### config.mk
export PLATFORM = sky130hd
export DESIGN_NAME = bitpack_decoder
export DESIGN_NICKNAME = d
export VERILOG_FILES = /design/src/rtl/bpd_pkg.sv /design/src/rtl/bpd_len_lookup.sv /design/src/rtl/bpd_field_extract.sv /design/src/rtl/bitpack_decoder.sv
export SDC_FILE = /design/constraint.sdc
export NUM_CORES = 1
export LEC_CHECK = 0
export BUFFER_PORTS_ARGS = -buffer_cell sky130_fd_sc_hd__clkbuf_2
export CAP_MARGIN = 15
export CORE_MARGIN = 1.5
export CORE_UTILIZATION = 40
export CTS_CLUSTER_DIAMETER = 150
export DETAILED_ROUTE_END_ITERATION = 8
export GPL_ROUTABILITY_DRIVEN = 0
export HOLD_SLACK_MARGIN = 0.03
export SLEW_MARGIN = 20
export SYNTH_ARGS = -nofsm -noshare
export SYNTH_HDL_FRONTEND = slang
export SYNTH_HIERARCHICAL = 1
export SYNTH_SLANG_ARGS = --single-unit
### constraint.sdc
create_clock -name clk -period 3.6 [get_ports clk]
set_input_delay 0.54 -clock clk [delete_from_list [all_inputs] [get_ports clk]]
set_output_delay 0.54 -clock clk [all_outputs]
set_load 0.1 [all_outputs]
### src/rtl/bpd_pkg.sv
package bpd_pkg;
    parameter int SYM_W      = 7;
    parameter int TYPE_W     = 3;
    parameter int OP_W       = 4;
    parameter int REG_W      = 4;
    parameter int CONST_SYMS = 4;
    parameter int RR_SYMS    = 3;
    parameter int RC_SYMS    = 6;
    parameter int R_SYMS     = 2;
    parameter int C_SYMS     = 5;
    parameter int CTL_SYMS   = 1;
    parameter int MAX_SYMS   = 6;

    localparam int CONST_W = SYM_W * CONST_SYMS;
    localparam int BUF_W   = SYM_W * MAX_SYMS;
    localparam int LEN_W   = $clog2(MAX_SYMS + 1);
    localparam int RR_PAD  = RR_SYMS * SYM_W - TYPE_W - OP_W - 2 * REG_W;
    localparam int RC_PAD  = RC_SYMS * SYM_W - CONST_W - TYPE_W - OP_W - REG_W;
    localparam int R_PAD   = R_SYMS * SYM_W - TYPE_W - OP_W - REG_W;
    localparam int CTL_PAD = CTL_SYMS * SYM_W - TYPE_W;

    typedef enum logic [TYPE_W-1:0] {
        FMT_BAD0 = 3'd0,
        FMT_BAD1 = 3'd1,
        FMT_RR   = 3'd2,
        FMT_RC   = 3'd3,
        FMT_R    = 3'd4,
        FMT_C    = 3'd5,
        FMT_RET  = 3'd6,
        FMT_NOP  = 3'd7
    } fmt_e;

    typedef struct packed {
        fmt_e               fmt;
        logic [OP_W-1:0]    op;
        logic [REG_W-1:0]   src;
        logic [REG_W-1:0]   dst;
        logic [CONST_W-1:0] cval;
        logic [LEN_W-1:0]   len;
        logic               err;
    } rec_t;
endpackage

### src/rtl/bpd_len_lookup.sv
module bpd_len_lookup
    import bpd_pkg::*;
(
    input  logic [TYPE_W-1:0] code_i,
    output logic [LEN_W-1:0]  len_o
);
    always_comb begin
        unique case (fmt_e'(code_i))
            FMT_RR:  len_o = LEN_W'(RR_SYMS);
            FMT_RC:  len_o = LEN_W'(RC_SYMS);
            FMT_R:   len_o = LEN_W'(R_SYMS);
            FMT_C:   len_o = LEN_W'(C_SYMS);
            default: len_o = LEN_W'(CTL_SYMS);
        endcase
    end
endmodule

### src/rtl/bpd_field_extract.sv
module bpd_field_extract
    import bpd_pkg::*;
(
    input  logic [BUF_W-1:0] bits_i,
    output rec_t             rec_o
);
    localparam int TOP          = BUF_W - 1;
    localparam int OP_TOP       = TOP - TYPE_W;
    localparam int R1_TOP       = OP_TOP - OP_W;
    localparam int R2_TOP       = R1_TOP - REG_W;
    localparam int RC_CONST_TOP = R1_TOP - REG_W - RC_PAD;
    localparam int C_CONST_TOP  = OP_TOP - OP_W;

    fmt_e               fmt;
    logic [LEN_W-1:0]   len;
    logic [CONST_W-1:0] rc_c;
    logic [CONST_W-1:0] c_c;

    assign fmt = fmt_e'(bits_i[TOP -: TYPE_W]);

    bpd_len_lookup i_len (
        .code_i (bits_i[TOP -: TYPE_W]),
        .len_o  (len)
    );

    // first received constant symbol lands in the lowest bits
    for (genvar k = 0; k < CONST_SYMS; k++) begin : g_const
        assign rc_c[k*SYM_W +: SYM_W] = bits_i[RC_CONST_TOP - k*SYM_W -: SYM_W];
        assign c_c[k*SYM_W +: SYM_W]  = bits_i[C_CONST_TOP - k*SYM_W -: SYM_W];
    end

    always_comb begin
        logic pad_bad;
        pad_bad = 1'b0;
        rec_o   = '0;
        rec_o.fmt = fmt;
        rec_o.len = len;
        unique case (fmt)
            FMT_RR: begin
                rec_o.op  = bits_i[OP_TOP -: OP_W];
                rec_o.src = bits_i[R1_TOP -: REG_W];
                rec_o.dst = bits_i[R2_TOP -: REG_W];
                pad_bad   = |bits_i[R2_TOP - REG_W -: RR_PAD];
            end
            FMT_RC: begin
                rec_o.op   = bits_i[OP_TOP -: OP_W];
                rec_o.dst  = bits_i[R1_TOP -: REG_W];
                rec_o.cval = rc_c;
                pad_bad    = |bits_i[R1_TOP - REG_W -: RC_PAD];
            end
            FMT_R: begin
                rec_o.op  = bits_i[OP_TOP -: OP_W];
                rec_o.src = bits_i[R1_TOP -: REG_W];
                pad_bad   = |bits_i[R1_TOP - REG_W -: R_PAD];
            end
            FMT_C: begin
                rec_o.op   = bits_i[OP_TOP -: OP_W];
                rec_o.cval = c_c;
            end
            FMT_RET, FMT_NOP: begin
                pad_bad = |bits_i[OP_TOP -: CTL_PAD];
            end
            default: pad_bad = 1'b1;
        endcase
        rec_o.err = pad_bad;
    end
endmodule

### src/rtl/bitpack_decoder.sv
module bitpack_decoder
    import bpd_pkg::*;
(
    input  logic               clk,
    input  logic               rst_n,
    input  logic               in_valid,
    output logic               in_ready,
    input  logic [SYM_W-1:0]   in_sym,
    output logic               out_valid,
    output logic [TYPE_W-1:0]  out_fmt,
    output logic [OP_W-1:0]    out_opcode,
    output logic [REG_W-1:0]   out_src,
    output logic [REG_W-1:0]   out_dst,
    output logic [CONST_W-1:0] out_const,
    output logic [LEN_W-1:0]   out_len,
    output logic               out_err
);
    typedef struct packed {
        logic             ready;
        logic [LEN_W-1:0] cnt;
        logic [LEN_W-1:0] need;
        logic [BUF_W-1:0] acc;
        logic             ovalid;
        rec_t             rec;
    } state_t;

    state_t           st_d, st_q;
    logic             take;
    logic [LEN_W-1:0] first_len;
    logic [LEN_W-1:0] need_now;
    logic [BUF_W-1:0] acc_next;
    rec_t             ext_rec;

    assign take = in_valid && st_q.ready;

    bpd_len_lookup i_first_len (
        .code_i (in_sym[SYM_W-1 -: TYPE_W]),
        .len_o  (first_len)
    );

    // place the incoming symbol into its slot of the MSB-first window
    always_comb begin
        if (st_q.cnt == '0) begin
            need_now = first_len;
            acc_next = '0;
        end else begin
            need_now = st_q.need;
            acc_next = st_q.acc;
        end
        for (int s = 0; s < MAX_SYMS; s++) begin
            if (st_q.cnt == LEN_W'(s)) begin
                acc_next[BUF_W-1 - s*SYM_W -: SYM_W] = in_sym;
            end
        end
    end

    bpd_field_extract i_extract (
        .bits_i (acc_next),
        .rec_o  (ext_rec)
    );

    always_comb begin
        st_d        = st_q;
        st_d.ready  = 1'b1;
        st_d.ovalid = 1'b0;
        if (take) begin
            if (st_q.cnt + LEN_W'(1) == need_now) begin
                st_d.ovalid = 1'b1;
                st_d.rec    = ext_rec;
                st_d.cnt    = '0;
                st_d.need   = '0;
                st_d.acc    = '0;
            end else begin
                st_d.cnt  = st_q.cnt + LEN_W'(1);
                st_d.need = need_now;
                st_d.acc  = acc_next;
            end
        end
    end

    always_ff @(posedge clk or negedge rst_n) begin
        if (!rst_n) begin
            st_q <= '0;
        end else begin
            st_q <= st_d;
        end
    end

    assign in_ready   = st_q.ready;
    assign out_valid  = st_q.ovalid;
    assign out_fmt    = st_q.rec.fmt;
    assign out_opcode = st_q.rec.op;
    assign out_src    = st_q.rec.src;
    assign out_dst    = st_q.rec.dst;
    assign out_const  = st_q.rec.cval;
    assign out_len    = st_q.rec.len;
    assign out_err    = st_q.rec.err;


    ready_sticky_chk: assert property (@(posedge clk) disable iff (!rst_n)
        in_ready |=> in_ready);


    len_legal_chk: assert property (@(posedge clk) disable iff (!rst_n)
        out_valid |-> (out_len inside {3'd1, 3'd2, 3'd3, 3'd5, 3'd6}));


    ctl_short_chk: assert property (@(posedge clk) disable iff (!rst_n)
        (out_valid && out_fmt >= 3'd6) |-> (out_len == 3'd1 && out_opcode == '0));


    bad_code_chk: assert property (@(posedge clk) disable iff (!rst_n)
        (out_valid && out_fmt < 3'd2) |-> (out_err && out_len == 3'd1));


    pulse_after_take_chk: assert property (@(posedge clk) disable iff (!rst_n)
        $rose(out_valid) |-> $past(in_valid && in_ready));


    count_bound_chk: assert property (@(posedge clk) disable iff (!rst_n)
        st_q.cnt < LEN_W'(MAX_SYMS));
endmodule

## After elaboration in Yosys (flattened, before gate mapping)

Index checks and enable logic that the tools add are counted.

| cells by class | value |
|---|---|
| reduce and logical (&&, ||, !) cells | 10 |
| muxes and demuxes | 18 |
| $add $sub $neg | 1 |
| eq/ne operators | 16 |

Operators by type and width:

| operator | number |
|---|---|
| two-way mux 48 bit | 3 |
| one-hot mux 28 bit (2 select lines) | 1 |
| two-way mux 42 bit | 1 |
| two-way mux 7 bit | 6 |
| equality test 3 bit (second input constant) | 8 |
| one-hot mux 3 bit (4 select lines) | 2 |
| equality test 3 x 2 -> 1 bit (second input constant) | 6 |
| two-way mux 4 bit | 2 |
| one-hot mux 4 bit (2 select lines) | 1 |
| OR reduction 4 bit | 2 |
| OR reduction 2 bit | 3 |
| OR reduction 6 bit | 1 |
| one-hot mux 1 bit (4 select lines) | 1 |
| adder 3 x 1 -> 3 bit (second input constant) | 1 |
| equality test 3 x 1 -> 1 bit (second input constant) | 1 |
| equality test 3 bit | 1 |
| logical NOT 3 bit | 1 |
| two-way mux 3 bit | 1 |
| OR reduction 3 bit | 1 |
| AND reduction 2 bit | 1 |
| logical AND 1 bit | 1 |

| word-level totals | value |
|---|---|
| register bits after elaboration | 97 |
| output and inout port bits | 49 |

## Depth between registers and ports, before layout

| depth | value |
|---|---|
| depth after elaboration | 8 |
| mapped depth | 12 |
| depth with buffers taken out | 8 |

## Modules after synthesis

Netlist, hierarchy kept.

Modules (own cells, without submodules):

| module | instances | area an instance (µm²) | cells each |
|---|---|---|---|
| bitpack_decoder | 1 | 4812.1 | 461 |
| bpd_field_extract | 1 | 528.0 | 66 |
| bpd_len_lookup | 2 | 41.3 | 6 |

## Worst setup path before layout

Ideal clock, no wire load.

| path | value |
|---|---|
| path type | register -> register |
| from | reg st_q[93] (netlist bit) |
| to | reg st_q, in the netlist out_const[21] |
| setup time | 125 ps |
| arrival time | 2607 ps |
| data required time | 3475 ps |
| stages on the path, launching flop included | 13 |
| buffers on the path | 4 |
| setup slack | 868 ps |
| cells stage by stage | dfrtp_1 -> inv_1 -> ha_1 -> nand2b_1 -> buf_6 -> clkbuf_1 -> mux2_2 -> buf_4 -> inv_1 -> nor2_4 -> buf_6 -> a22o_1 -> mux2_4 |

RTL lines:

| element | RTL line | RTL |
|---|---|---|
| start, declared | bitpack_decoder.sv:27 | `state_t st_d, st_q;` |
| start signal, assigned | bitpack_decoder.sv:85 | `st_q <= st_d;` |

==> run metrics <==
status finished, final reports clean; gr busiest metal met2; post-synth top area share around 45%; met1 usage 26.65%; layout cells sized above 1 26.85%; Clock Pin Slew Worst Setup and Hold Paths 0.07 ns; sequential fraction of the synthesis area 44.76%; max_slew headroom 51.11%; Hold WC Path Type input port to asynchronous set/reset pin; synth warn 6; CTS Buffer Depth 2; fillers 1252; achievable clock frequency 0.3323 GHz; Die H 119.4 µm; top cell family by delay on the critical path simple AND/OR/NAND/NOR gates; Core ar. 13240 µm²; drt pass-1 iters 5; CTS Buf Count 9; floorplan row count 42; I/O Buffers 58; most common library cells after synthesis nand2_1 (114), dfrtp_1 (97), o21ai_0 (57); final hold violations 0; Worst-Margin Slew 0.7333 ns; Register Area 2427 µm²; NumNets Final 550; Routed WL 12.32 mm; routed via count between 3000 and 4000; area of the multi-input gates 2401 µm²; ys async rst share 100.0%; Post-DP HPWL 8.314 mm; DRT iter0 DRCs 269; die width 119.4 µm; initial antenna violation count 0; setup tns final 0 ns; pre-CTS setup slack slightly below 0.6 ns; Ports slightly below 60; GRT Total Usage 18.12%; crit path cell chain inv_1, ha_1, nand2b_1, mux2_2, or4_4, a32oi_1, o31ai_1, mux2_2; largest area contributor in the netlist dfrtp_1; CP startpoint kind flop; ys flop type dfrtp_1; Hold Buf Count CTS 0; # Max-Cap Violations 0; slowest CP cell or4_4; vias per inst 5.390; # placed instances 700; #FFs+latches synth 97; Worst EP required roughly 3.8 ns; clock skew 0.008847 ns; synth unique cells 40; clk root buf clkbuf_16; grt met3 use 2.059%; TritonCTS clock tree built; fin crit share 83.60%; Synth Cell Area 5423 µm²; post-route DRC violation count 0; crit end category flop; Clk Latency, worst-skew pair 0.35 ns; setup bufs post-CTS 0; largest net degree at the start of global routing 55; synth top area cells dfrtp_1 (45%), nand2_1 (7.9%), mux2_2 (7.3%), buf_4 (7.1%), a22o_1 (6.8%); global-route wire length before repair 20.39 mm; H-tree depth 3; most common cell in the synthesized netlist nand2_1; WP buf/inv 1; setup ws final between 0.5 and 0.6 ns; CP Max Fanout 12; die area 14260 µm²; Post-CTS Resized 0; RSZ-0062 raised after global routing false; clock period minus final worst setup slack 3.010 ns; DR WL/cell 17.21 µm; EDFF count, synth 0; final setup fails 0; CP Class flop to flop; Non-Filler Instances approximately 720; Post-Syn Area per Cell ~10 µm²; fin. max-slew vios 0; ANT cells 0; Most Frequent Cell on Critical Path mux2_2; Syn Inst Count ~540; worst endpoint data arrival time 3.24 ns; Initial Util 40.95%; Post-DRT Antenna Nets 0; Critical Path Max Stage Delay 0.54 ns; CTS Sinks 97; P&R area growth vs syn 6.830%; syn nets roughly 550; grt ovf 0; vias in the first global route 3716; met2 Usage GRT 27.13%
==> worst reg2reg max path, stage by stage (launching register included) <==
cell and delay [ns]:
dfrtp_1 0.45, inv_1 0.13, ha_1 0.43, nand2b_1 0.35
mux2_2 0.41, or4_4 0.54, a32oi_1 0.24, o31ai_1 0.10
mux2_2 0.26
==> metal layers <==
metal / routed length [µm] / vias up
li1: - / 1809
met1: 5791 / 1923
met2: 5724 / 110
met3: 578 / 17
met4: 229 / 0
met5: 0 / -
==> sequential cells by signal (all words and copies together), names as in the netlist <==
signal      cells
out_valid       1
out_src         4
out_err         1
in_ready        1
out_len         3
out_opcode      4
st_q           48
out_fmt         3
out_dst         4
out_const      28
==> worst paths after layout <==
check | startpoint | end | slack (ns) | cells past startpoint
max reg2reg | st_q[93] | out_err | 0.59 | 8
max | st_q[93] | out_err | 0.59 | 8
max in group asynchronous | rst_n | out_const[20] | 2.54 | 2
min in group clk | st_q[83] | st_q[83] | 0.48 | 2
min reg2reg | st_q[83] | st_q[83] | 0.48 | 2
min | rst_n | out_valid | 0.25 | 1
==> metrics by stage <==
step	util, %	hold WS (ns)	instance area (µm²)
after global placement	41.35	0.4593	5477
final	43.75	0.2463	5793
after CTS	43.73	0.2703	5791
after floorplan	-	0.2444	5423
after detailed placement	41.35	0.4641	5477
after global routing	43.75	0.2968	5793
==> cell type report <==
cell class | count | share of cell area, %
Clock inverter | 5 | 1.058
Sequential cell | 97 | 41.90
Tap cell | 176 | 3.801
Timing Repair Buffer | 67 | 6.652
Clock buffer | 11 | 4.363
Inverter | 12 | 0.7775
Multi-Input combinational cell | 348 | 41.45
==> cell families after synthesis <==
group | share of synthesized area [%]
muxes | 15.34
AOI/OAI and AO/OA | 14.93
and+or+nand+nor | 12.09
other | 0.06915
xor gates and xnor gates | 0.6462
buffers and inverters | 11.01
adders and majority gates | 1.154
DFF | 44.76
==> layout by cell type, fill, tap and decap left out, types with 9 or more instances in the layout <==
master	n
nand2_1	113
dfrtp_1	97
o21ai_0	57
clkbuf_2	57
a22o_1	42
mux2_2	35
mux2_4	19
mux2i_1	13
inv_1	11
clkbuf_16	9
Power is not shown: default switching activity piles up to over one toggle a cycle in this logic, so the estimate is an artifact.
